[config.mk]
export PLATFORM = sky130hd
export DESIGN_NAME = burst_addr_ctr
export DESIGN_NICKNAME = d
export VERILOG_FILES = /design/src/rtl/burst_pkg.sv /design/src/rtl/burst_beat_next.sv /design/src/rtl/burst_offset_map.sv /design/src/rtl/burst_addr_ctr.sv
export SDC_FILE = /design/constraint.sdc
export NUM_CORES = 1
export LEC_CHECK = 0
export BUFFER_PORTS_ARGS = -buffer_cell sky130_fd_sc_hd__buf_4
export CAP_MARGIN = 20
export CORE_UTILIZATION = 43
export CTS_CLUSTER_DIAMETER = 40
export DETAILED_ROUTE_END_ITERATION = 10
export PLACE_DENSITY = 0.76
export SLEW_MARGIN = 20
export SYNTH_ARGS = -nofsm -noshare
export SYNTH_HDL_FRONTEND = slang
export SYNTH_HIERARCHICAL = 1
export SYNTH_SLANG_ARGS = --single-unit
[constraint.sdc]
create_clock -name clk -period 1.9 [get_ports clk]
set_clock_uncertainty 0.2 [all_clocks]
set_input_delay 0.19 -clock clk [delete_from_list [all_inputs] [get_ports clk]]
set_output_delay 0.19 -clock clk [all_outputs]
set_load 0.02 [all_outputs]
[src/rtl/burst_pkg.sv]
package burst_pkg;

    typedef enum logic {
        ORD_LINEAR     = 1'b0,
        ORD_INTERLEAVE = 1'b1
    } burst_order_e;

endpackage

[src/rtl/burst_beat_next.sv]
module burst_beat_next #(
    parameter int BURST_BITS = 2
) (
    input  logic [BURST_BITS-1:0] beat_cur,
    output logic [BURST_BITS-1:0] beat_inc,
    output logic                  beat_inc_last
);
    localparam int BURST_LEN = 1 << BURST_BITS;
    localparam logic [BURST_BITS-1:0] LAST_BEAT = BURST_BITS'(BURST_LEN - 1);

    always_comb begin
        beat_inc      = beat_cur + BURST_BITS'(1);
        beat_inc_last = (beat_inc == LAST_BEAT);
    end
endmodule

[src/rtl/burst_offset_map.sv]
module burst_offset_map
    import burst_pkg::*;
#(
    parameter int BURST_BITS = 2
) (
    input  burst_order_e          order,
    input  logic [BURST_BITS-1:0] start_off,
    input  logic [BURST_BITS-1:0] beat_num,
    output logic [BURST_BITS-1:0] low_bits
);
    logic [BURST_BITS-1:0] lin_bits;
    logic [BURST_BITS-1:0] ilv_bits;

    genvar gi;
    generate
        for (gi = 0; gi < BURST_BITS; gi++) begin : g_xor
            assign ilv_bits[gi] = start_off[gi] ^ beat_num[gi];
        end
    endgenerate

    always_comb begin
        lin_bits = start_off + beat_num;
        low_bits = (order == ORD_INTERLEAVE) ? ilv_bits : lin_bits;
    end
endmodule

[src/rtl/burst_addr_ctr.sv]
module burst_addr_ctr
    import burst_pkg::*;
#(
    parameter int ADDR_W     = 17,
    parameter int BURST_BITS = 2
) (
    input  logic                  clk,
    input  logic                  rst_n,
    input  logic                  en,
    input  logic                  adv,
    input  logic                  desel,
    input  logic                  order_ilv,
    input  logic [ADDR_W-1:0]     ext_addr,
    output logic [ADDR_W-1:0]     addr,
    output logic [BURST_BITS-1:0] beat,
    output logic                  last,
    output logic                  active
);
    localparam int UP_W = ADDR_W - BURST_BITS;

    typedef struct packed {
        logic [UP_W-1:0]       upper;
        logic [BURST_BITS-1:0] start;
        logic [BURST_BITS-1:0] low;
        logic [BURST_BITS-1:0] beat;
        logic                  active;
        logic                  last;
    } ctr_state_t;

    ctr_state_t st_d, st_q;

    logic [BURST_BITS-1:0] beat_inc;
    logic                  beat_inc_last;
    logic [BURST_BITS-1:0] low_inc;
    burst_order_e          order;

    assign order = burst_order_e'(order_ilv);

    burst_beat_next #(.BURST_BITS(BURST_BITS)) u_beat (
        .beat_cur      (st_q.beat),
        .beat_inc      (beat_inc),
        .beat_inc_last (beat_inc_last)
    );

    burst_offset_map #(.BURST_BITS(BURST_BITS)) u_map (
        .order     (order),
        .start_off (st_q.start),
        .beat_num  (beat_inc),
        .low_bits  (low_inc)
    );

    always_comb begin
        st_d = st_q;
        if (en) begin
            if (desel) begin
                st_d.active = 1'b0;
                st_d.last   = 1'b0;
                st_d.beat   = '0;
            end else if (!adv) begin
                st_d.upper  = ext_addr[ADDR_W-1:BURST_BITS];
                st_d.start  = ext_addr[BURST_BITS-1:0];
                st_d.low    = ext_addr[BURST_BITS-1:0];
                st_d.beat   = '0;
                st_d.active = 1'b1;
                st_d.last   = 1'b0;
            end else if (st_q.active) begin
                st_d.beat = beat_inc;
                st_d.low  = low_inc;
                st_d.last = beat_inc_last;
            end
        end
    end

    always_ff @(posedge clk or negedge rst_n) begin
        if (!rst_n) begin
            st_q <= '0;
        end else begin
            st_q <= st_d;
        end
    end

    assign addr   = {st_q.upper, st_q.low};
    assign beat   = st_q.beat;
    assign last   = st_q.last;
    assign active = st_q.active;
endmodule

### Word-level counts from Yosys, hierarchy flattened

Index checks and enable logic that the tools add are counted.

* logic and storage cells: 27
* memories kept: 0
* latch bits: 0
* memory bits (writable): 0
* ROM bits: 0
* register bits: 23
* output and inout bits: 21

* reduce and logical (&&, ||, !) cells: 4
* multipliers: 0
* muxes and demuxes: 7
* bitwise logic cells: 4
* divide/modulo/power cells: 0
* equal/unequal tests: 4
* shift-type cells: 0
* magnitude comparators: 0
* $add $sub $neg: 2

Operator list (count)
* 4-bit 2-to-1 mux: 3
* 3-bit AND reduction: 2
* 2-bit by 1-bit != test with 1-bit output, second input constant: 2
* 2-bit AND reduction: 2
* 1-bit 2-to-1 mux: 3
* 3-bit by 1-bit != test with 1-bit output, second input constant: 1
* 2-bit by 1-bit adder with 2-bit output, second input constant: 1
* 2-bit adder: 1
* 2-bit equality test, second input constant: 1
* 2-bit 2-to-1 mux: 1
* 1-bit NOT: 2
* 1-bit XOR: 2

### Logic depth before layout (Yosys ltp)

Gate-level depths: netlist (run 1).

* depth after elaboration: 6
* gate-level depth with buffers: 7

### Hierarchy

Netlist (run 1), hierarchy kept.

By module, submodules not included
* burst_addr_ctr: instances 1, area an instance 1144.8 um^2, sequential area each 575.6 um^2, cells an instance 85
* burst_offset_map: instances 1, area an instance 36.3 um^2, sequential area each 0.0 um^2, cells an instance 4
* burst_beat_next: instances 1, area an instance 20.0 um^2, sequential area each 0.0 um^2, cells an instance 3

### Least setup slack after synthesis (run 1)

Ideal clock, no wire load.

* kind: reg2reg
* start: reg st_q (netlist bit beat[0])
* end: reg st_q (netlist bit addr[1])
* path buffers: 0
* setup slack: 99 ps
* data required time: 1575 ps
* cell stages (with the launch flop): 8
* arrival time: 1476 ps
* path through: dfrtp_1 > inv_1 > ha_1 > inv_1 > xnor2_1 > xnor2_1 > mux2_2 > mux2_2

* word-level cells in the longest chain between the ends: 5

Ends and longest elaborated chain
* start: declaration: line burst_addr_ctr.sv:30 `ctr_state_t st_d, st_q;`
* start signal: assignment: line burst_addr_ctr.sv:78 `st_q <= st_d;`
* 2-bit by 1-bit adder with 2-bit output: line burst_beat_next.sv:12 `beat_inc = beat_cur + BURST_BITS'(1);`
* net beat_inc[0]: line burst_addr_ctr.sv:32 `logic [BURST_BITS-1:0] beat_inc;`
* 2-bit adder: line burst_offset_map.sv:22 `lin_bits = start_off + beat_num;`
* 2-bit 2-to-1 mux: line burst_offset_map.sv:23 `low_bits = (order == ORD_INTERLEAVE) ? ilv_bits : lin_bits;`
* net low_inc[1]: line burst_addr_ctr.sv:34 `logic [BURST_BITS-1:0] low_inc;`
* 4-bit 2-to-1 mux: line burst_addr_ctr.sv:66 `end else if (st_q.active) begin`
* 4-bit 2-to-1 mux: line burst_addr_ctr.sv:59 `end else if (!adv) begin`

The timed path passes the listed nets, and every way through them passes these cells. The select of a mux whose other input is x is not followed.
A chain may end at the register's enable or synchronous reset.

### Final worst setup path (run 1)

* start: reg st_q (netlist bit beat[1])
* end: reg st_q (netlist bit addr[1])

* word-level cells in the longest chain between the ends: 5

Ends and longest elaborated chain (line)
* 2-bit by 1-bit adder with 2-bit output (*): burst_beat_next.sv:12
* net beat_inc[1]: burst_addr_ctr.sv:32
* 2-bit adder / 1-bit XOR (equally long branches): burst_offset_map.sv:22, burst_offset_map.sv:17
* 2-bit 2-to-1 mux (*): burst_offset_map.sv:23
* net low_inc[1]: burst_addr_ctr.sv:34
* 4-bit 2-to-1 mux (*): burst_addr_ctr.sv:66
* 4-bit 2-to-1 mux (*): burst_addr_ctr.sv:59

Mark *: on every way through the listed nets, which the timed path passes. The rest lies on a longest branch. The select of a mux whose other input is x is not followed.

==> impl_metrics.csv, run 1 <==
group,metric,value,unit
power,clockPowerShare,16.0,%
clock_network,root_buffer,"clkbuf_4",
clock_network,cts_max_level,1,
floorplan,start_util,46.8,%
timing,relSlewSlack,79.4,%
global_route,grt_pass1_wl,3.57,mm
clock_network,insertion_delay,0.30,ns
synthesis,yosys.area.top_type,"dfrtp_1",
floorplan,die_height,54.9,um
floorplan,die_width,54.9,um
placed_design,place.gp.congestion,0.698,
global_route,grt_pass1_vias,780,
global_route,antenna_found_initial,0,
critical_path,start_kind,"register",
power,power_frac_comb,37.5,%
synthesis,ys_ff_latch,23,
power,p_leak,0.808,nW
synthesis,synth.top_cells.by_area,"dfrtp_1 (48%), mux2_4 (13%), buf_4 (12%), mux2_2 (10%), a21oi_1 (2.5%)",
layout,layout.cells.most_common,"buf_4",
critical_path,crit_fanout,3,
routing,drc,0,
layout,drive_gt1_share,56.3,%
timing,fmax,547,MHz
timing,hold_viol,0,
critical_path,critPathCaptureType,"register",
synthesis,avgSynthCellArea,13.1,um^2
placed_design,portBuffers,43,
layout,diodes,0,
layout,layout_common_cells,"buf_4 (45), dfrtp_1 (23), dlygate4sd3_1 (21), mux2_2 (11), mux2_4 (10)",
clock_network,cts.sinks,23,
timing,report.final.setup_viol,0,
run,maxCapViolCount,0,
timing,tightest_slew,0.308,ns
critical_path,criticalPathCategory,"reg -> reg",
routing,drt-total-wl,2.24,mm
power,power_density,818,nW/um^2
synthesis,synth_top_area_share,47.9,%
clock_network,clk_pin_slew,0.12,ns
placed_design,dpl.hpwl,1.56,mm
timing,finalMaxSlewViolations,0,
power,swShare,30.9,%
floorplan,dieArea,3010,um^2
synthesis,yosys.cell_types.count,16,
synthesis,synth_seq_area_share,47.9,%
worst_hold_path,holdCritPathClass,"in -> reg",
routing,dr.pass1.iters,1,
critical_path,rrSetupSlack,0.07,ns
clock_network,cts_made_buffers,3,
synthesis,synth_cells,92,
synthesis,netlist_area,1200,um^2
timing,finalCritPeriodShare,96.1,%
global_route,grt_start_max_net_pins,24,
timing,tns,0,ns
power,power.switching,0.425,mW
floorplan,ios,44,
layout,utilization,65.4,%
synthesis,syn-num-nets,117,
layout,nets,168,
critical_path,cp.required,1.90,ns
routing,post_drt_wl_per_cell,13.0,um
global_route,grt_use_total,17.4,%
power,intPower,0.950,mW
status,status,"finished, final reports clean",
clock_network,clockBufferDepth,2,
timing,rsz0062_at_grt,"no",
synthesis,yosysWarnings,6,
routing,vias,769,
clock_network,cts_tree,"done",
routing,drt-initial-drc-count,0,
routing,vias_per_cell,4.47,
floorplan,row_count,18,
layout,area_delta_synth_final,39.9,%
power,power_frac_seq,46.5,%
critical_path,worstPathArrival,1.83,ns
global_route,overflow,0,
routing,postRouteAntennaNets,0,
power,irDropWorstVdd,570,uV
floorplan,core,2570,um^2
timing,min_period,1.83,ns
==> flip-flops by register name, indices dropped and copies added (netlist names) <==
signal	cells
last	1
beat	2
active	1
addr	17
st_q	2
==> critical path, cell delays in order (launching register included) <==
cell	delay, ns
dfrtp_1	0.44
ha_4	0.28
inv_2	0.04
xnor2_2	0.13
xnor2_1	0.13
mux2_2	0.25
mux2_2	0.25
==> Yosys cell counts <==
master    instances
mux2_4           10
dfrtp_1          23
xnor2_1           2
buf_12            1
inv_1             7
ha_1              2
o22ai_1           3
mux2_2           11
buf_4            19
nand2b_4          1
and3_2            3
nand2b_1          1
a21oi_1           6
nor2b_1           1
buf_6             1
nor2_4            1
==> through the flow <==
stage	setup slack (ns)	power [mW]	area [um^2]	hold slack [ns]	instances
detailed placement	0.0481	1.12	1420	-0.103	146
global route	0.0112	1.47	1680	0.0527	172
finish	0.0735	1.37	1680	0.0690	172
floorplan	0.0990	1.02	1200	-0.306	92
global placement	0.0991	1.10	1420	-0.102	146
CTS	0.0299	1.38	1650	0.0528	171
==> metal layers <==
| metal | routed length (um) | GRT usage (%) | vias to the layer above |
|---|---|---|---|
| li1 | - | - | 387 |
| met1 | 959 | 22.1 | 356 |
| met2 | 1140 | 28.9 | 26 |
| met3 | 140 | 4.17 | 0 |
| met4 | 0 | 5.13 | 0 |
| met5 | 0 | 0 | - |
==> kinds of logic (layout without fill, tap and decap cells) <==
kind of cell	after synthesis	after routing	synth area share, %
buffers and inverters	28	78	16.7
DFF	23	23	47.9
muxes	21	21	22.8
AOI/OAI and AO/OA	9	9	4.06
and+or+nand+nor	7	7	5.00
adders and majority gates	2	2	2.08
xor gates and xnor gates	2	2	1.46
==> repair_timing <==
action / CTS / global route
resized for setup: 0 / 4
endpoints found under the hold margin: 44 / 0
hold buffers: 21 / 0
setup buffers: 0 / 1
endpoints found under the setup margin: 0 / 1
==> path summary, 6_finish.rpt <==
kind	from	end	cells after the start
worst min register to register	addr[15]$_DFFE_PN0P_	addr[15]$_DFFE_PN0P_	1
worst max-delay path	beat[1]$_DFFE_PN0P_	addr[1]$_DFFE_PN0P_	6
worst min-delay path	adv	last$_DFFE_PN0P_	3
worst max register to register	beat[1]$_DFFE_PN0P_	addr[1]$_DFFE_PN0P_	6
min in group asynchronous	rst_n	beat[1]$_DFFE_PN0P_	2
max in group asynchronous	rst_n	addr[16]$_DFFE_PN0P_	2
==> area by class of cell <==
class                      count  area, um^2
inverter                       7        26.3
clock buffer                   3        22.5
tap                           30        37.5
clock inverter                 1        5.00
multi-input combinational     41         445
sequential                    23         576
timing repair buffer          67         568
fill                         200         887
==> power groups by stage <==
stage,Combinational [mW],Sequential (mW),Clock (mW)
final,0.516,0.639,0.220
after global routing,0.555,0.652,0.262
after CTS,0.508,0.636,0.231
after detailed placement,0.473,0.642,0
after global placement,0.463,0.638,0
after floorplan,0.387,0.629,0
Power figures use the tool's default switching activity.
==> run 2: changes to the inputs <==
--- a/config.mk
+++ b/config.mk
@@ -10,7 +10,7 @@
 export CORE_UTILIZATION = 43
 export CTS_CLUSTER_DIAMETER = 40
 export DETAILED_ROUTE_END_ITERATION = 10
-export PLACE_DENSITY = 0.76
+export PLACE_DENSITY = 0.74
 export SLEW_MARGIN = 20
 export SYNTH_ARGS = -nofsm -noshare
 export SYNTH_HDL_FRONTEND = slang
==> run 2 against run 1 <==
Effect of this change:
- critical path depth is the same
- first-iteration DRC count is the same
- flip-flop and latch count did not move
- power shrank 1.6%
- design area is 1.2% lower
- worst hold slack improved by 0.018 ns
- sequential power shrank 0.9%
- global-route usage decreased by 1.2 points
- utilization is 0.78 points lower
- register-to-register slack is essentially flat
- fmax is essentially flat
- via count is 2.9% higher
==> impl_metrics.csv, run 2 (synthesized netlist as in run 1, its figures left out) <==
group,metric,value,unit
status,status,"finished, final reports clean",
clock_network,cts.sinks,23,
floorplan,die_width,54.9,um
routing,met2_length,1.06,mm
layout,largest_reg_flops,17,
clock_network,root_buffer,"clkbuf_4",
placed_design,portBuffers,43,
clock_network,cts_made_buffers,3,
run,maxCapViolCount,0,
critical_path,cp.required,1.91,ns
critical_path,slowest_stage,"dfrtp_1",
critical_path,critPathLaunch,"beat[1]$_DFFE_PN0P_",
layout,n_fill_cell,195,
routing,post_drt_wl_per_cell,12.2,um
layout,layout.cells.most_common,"buf_4",
routing,drc,0,
floorplan,ios,44,
critical_path,crit_fanout,4,
timing,finalMaxSlewViolations,0,
floorplan,die_height,54.9,um
clock_network,cts_max_level,1,
timing,hold_ws,0.0869,ns
layout,drive_gt1_share,54.9,%
routing,met1_length,903,um
placed_design,place.gp.congestion,0.720,
routing,vias,791,
routing,drt-initial-drc-count,0,
layout,diodes,0,
timing,relSlewSlack,80.7,%
worst_hold_path,holdCritPathClass,"in -> async",
critical_path,r2r_start,"beat[1]$_DFFE_PN0P_",
critical_path,start_kind,"register",
routing,dr.pass1.iters,1,
critical_path,cpPeakStageDelay,0.43,ns
placed_design,dpl.hpwl,1.51,mm
global_route,grt_start_max_net_pins,24,
timing,hold_viol,0,
floorplan,dieArea,3010,um^2
clock_network,clk_pin_slew,0.12,ns
clock_network,insertion_delay,0.31,ns
power,clockPowerShare,16.0,%
routing,postRouteAntennaNets,0,
critical_path,criticalPathCategory,"reg -> reg",
timing,fmax,548,MHz
global_route,overflow,0,
critical_path,cp_top_family,"multiplexers",
power,power.switching,0.408,mW
layout,layout_common_cells,"buf_4 (45), dfrtp_1 (23), dlygate4sd3_1 (21), mux2_2 (11), mux2_4 (10)",
routing,routed-wl-met3,101,um
critical_path,worstPathArrival,1.84,ns
power,irDropWorstVdd,659,uV
power,power_frac_seq,46.8,%
global_route,grt_pass1_wl,3.28,mm
global_route,grt_pass1_vias,783,
routing,vias_per_cell,4.60,
timing,min_period,1.83,ns
critical_path,path_buf_inv,1,
layout,area_delta_synth_final,38.2,%
power,swShare,30.2,%
timing,tns,0,ns
critical_path,crit_path_cell_trace,"ha_1 -> inv_2 -> xnor2_1 -> xnor2_1 -> mux2_2 -> mux2_2",
timing,tightest_slew,0.288,ns
clock_network,cts_tree,"done",
floorplan,core,2570,um^2
power,power_density,815,nW/um^2
clock_network,clockBufferDepth,2,
routing,drt-total-wl,2.10,mm
floorplan,start_util,46.8,%
timing,finalCritPeriodShare,96.1,%
critical_path,critPathCaptureType,"register",
layout,nets,168,
power,intPower,0.945,mW
timing,report.final.setup_viol,0,
power,p_leak,0.803,nW
global_route,antenna_found_initial,0,
power,power_frac_comb,37.2,%
routing,top_layer_used,"met4",
floorplan,row_count,18,
global_route,grt_use_total,16.2,%
timing,rsz0062_at_grt,"no",
run 2: cell counts in the layout (fill, tap and decap cells not counted):
Identical to the previous run, type by type.
run 2: layout make-up:
class	count	area, um^2	area share [%]
flip-flops and latches	23	576	34.7
clock buffers	3	22.5	1.36
clock inverters	1	5.00	0.301
well taps	30	37.5	2.26
inverters	7	26.3	1.58
multi-input cells	41	425	25.6
repair buffers	67	568	34.2
run 2: worst register-to-register path: stages (launching register included):
cell	delay (ns)
dfrtp_1	0.43
ha_1	0.31
inv_2	0.04
xnor2_1	0.16
xnor2_1	0.09
mux2_2	0.25
mux2_2	0.25
run 2: path summary, 6_finish.rpt:
check	endpoint	slack, ns	cells past startpoint
max	addr[1]$_DFFE_PN0P_	0.07	6
min	addr[16]$_DFFE_PN0P_	0.09	2
max reg2reg	addr[1]$_DFFE_PN0P_	0.07	6
min reg2reg	addr[10]$_DFFE_PN0P_	0.32	1
max in group asynchronous	active$_DFFE_PN0P_	1.18	2
min in group clk	last$_DFFE_PN0P_	0.09	3
run 2: power by group through the flow:
stage / Clock [mW] / Combinational, mW / Sequential [mW]
finish: 0.216 / 0.503 / 0.633
global route: 0.259 / 0.539 / 0.646
CTS: 0.237 / 0.505 / 0.634
detailed placement: 0 / 0.470 / 0.641
global placement: 0 / 0.463 / 0.637
floorplan: 0 / 0.387 / 0.629
run 2: routing by layer:
metal,track usage (%),vias to the layer above
met1,17.8,371
met4,8.97,0
li1,-,389
met2,28.9,26
met3,2.78,5
met5,0,-
run 2: through the flow:
step	area, um^2	utilization, %	worst slack (ns)	power, mW	instances
floorplan	1200	-	0.0990	1.02	92
global placement	1420	55.1	0.105	1.10	146
detailed placement	1420	55.1	0.0629	1.11	146
CTS	1650	64.4	0.0473	1.38	171
global route	1660	64.7	0.00216	1.44	172
finish	1660	64.7	0.0740	1.35	172
run 2: repair_timing:
action / 4_1_cts / 5_1_grt
hold buffers: 21 / 0
endpoints found under the setup margin: 0 / 1
endpoints found under the hold margin: 44 / 0
setup buffers: 0 / 1
resized for setup: 0 / 2
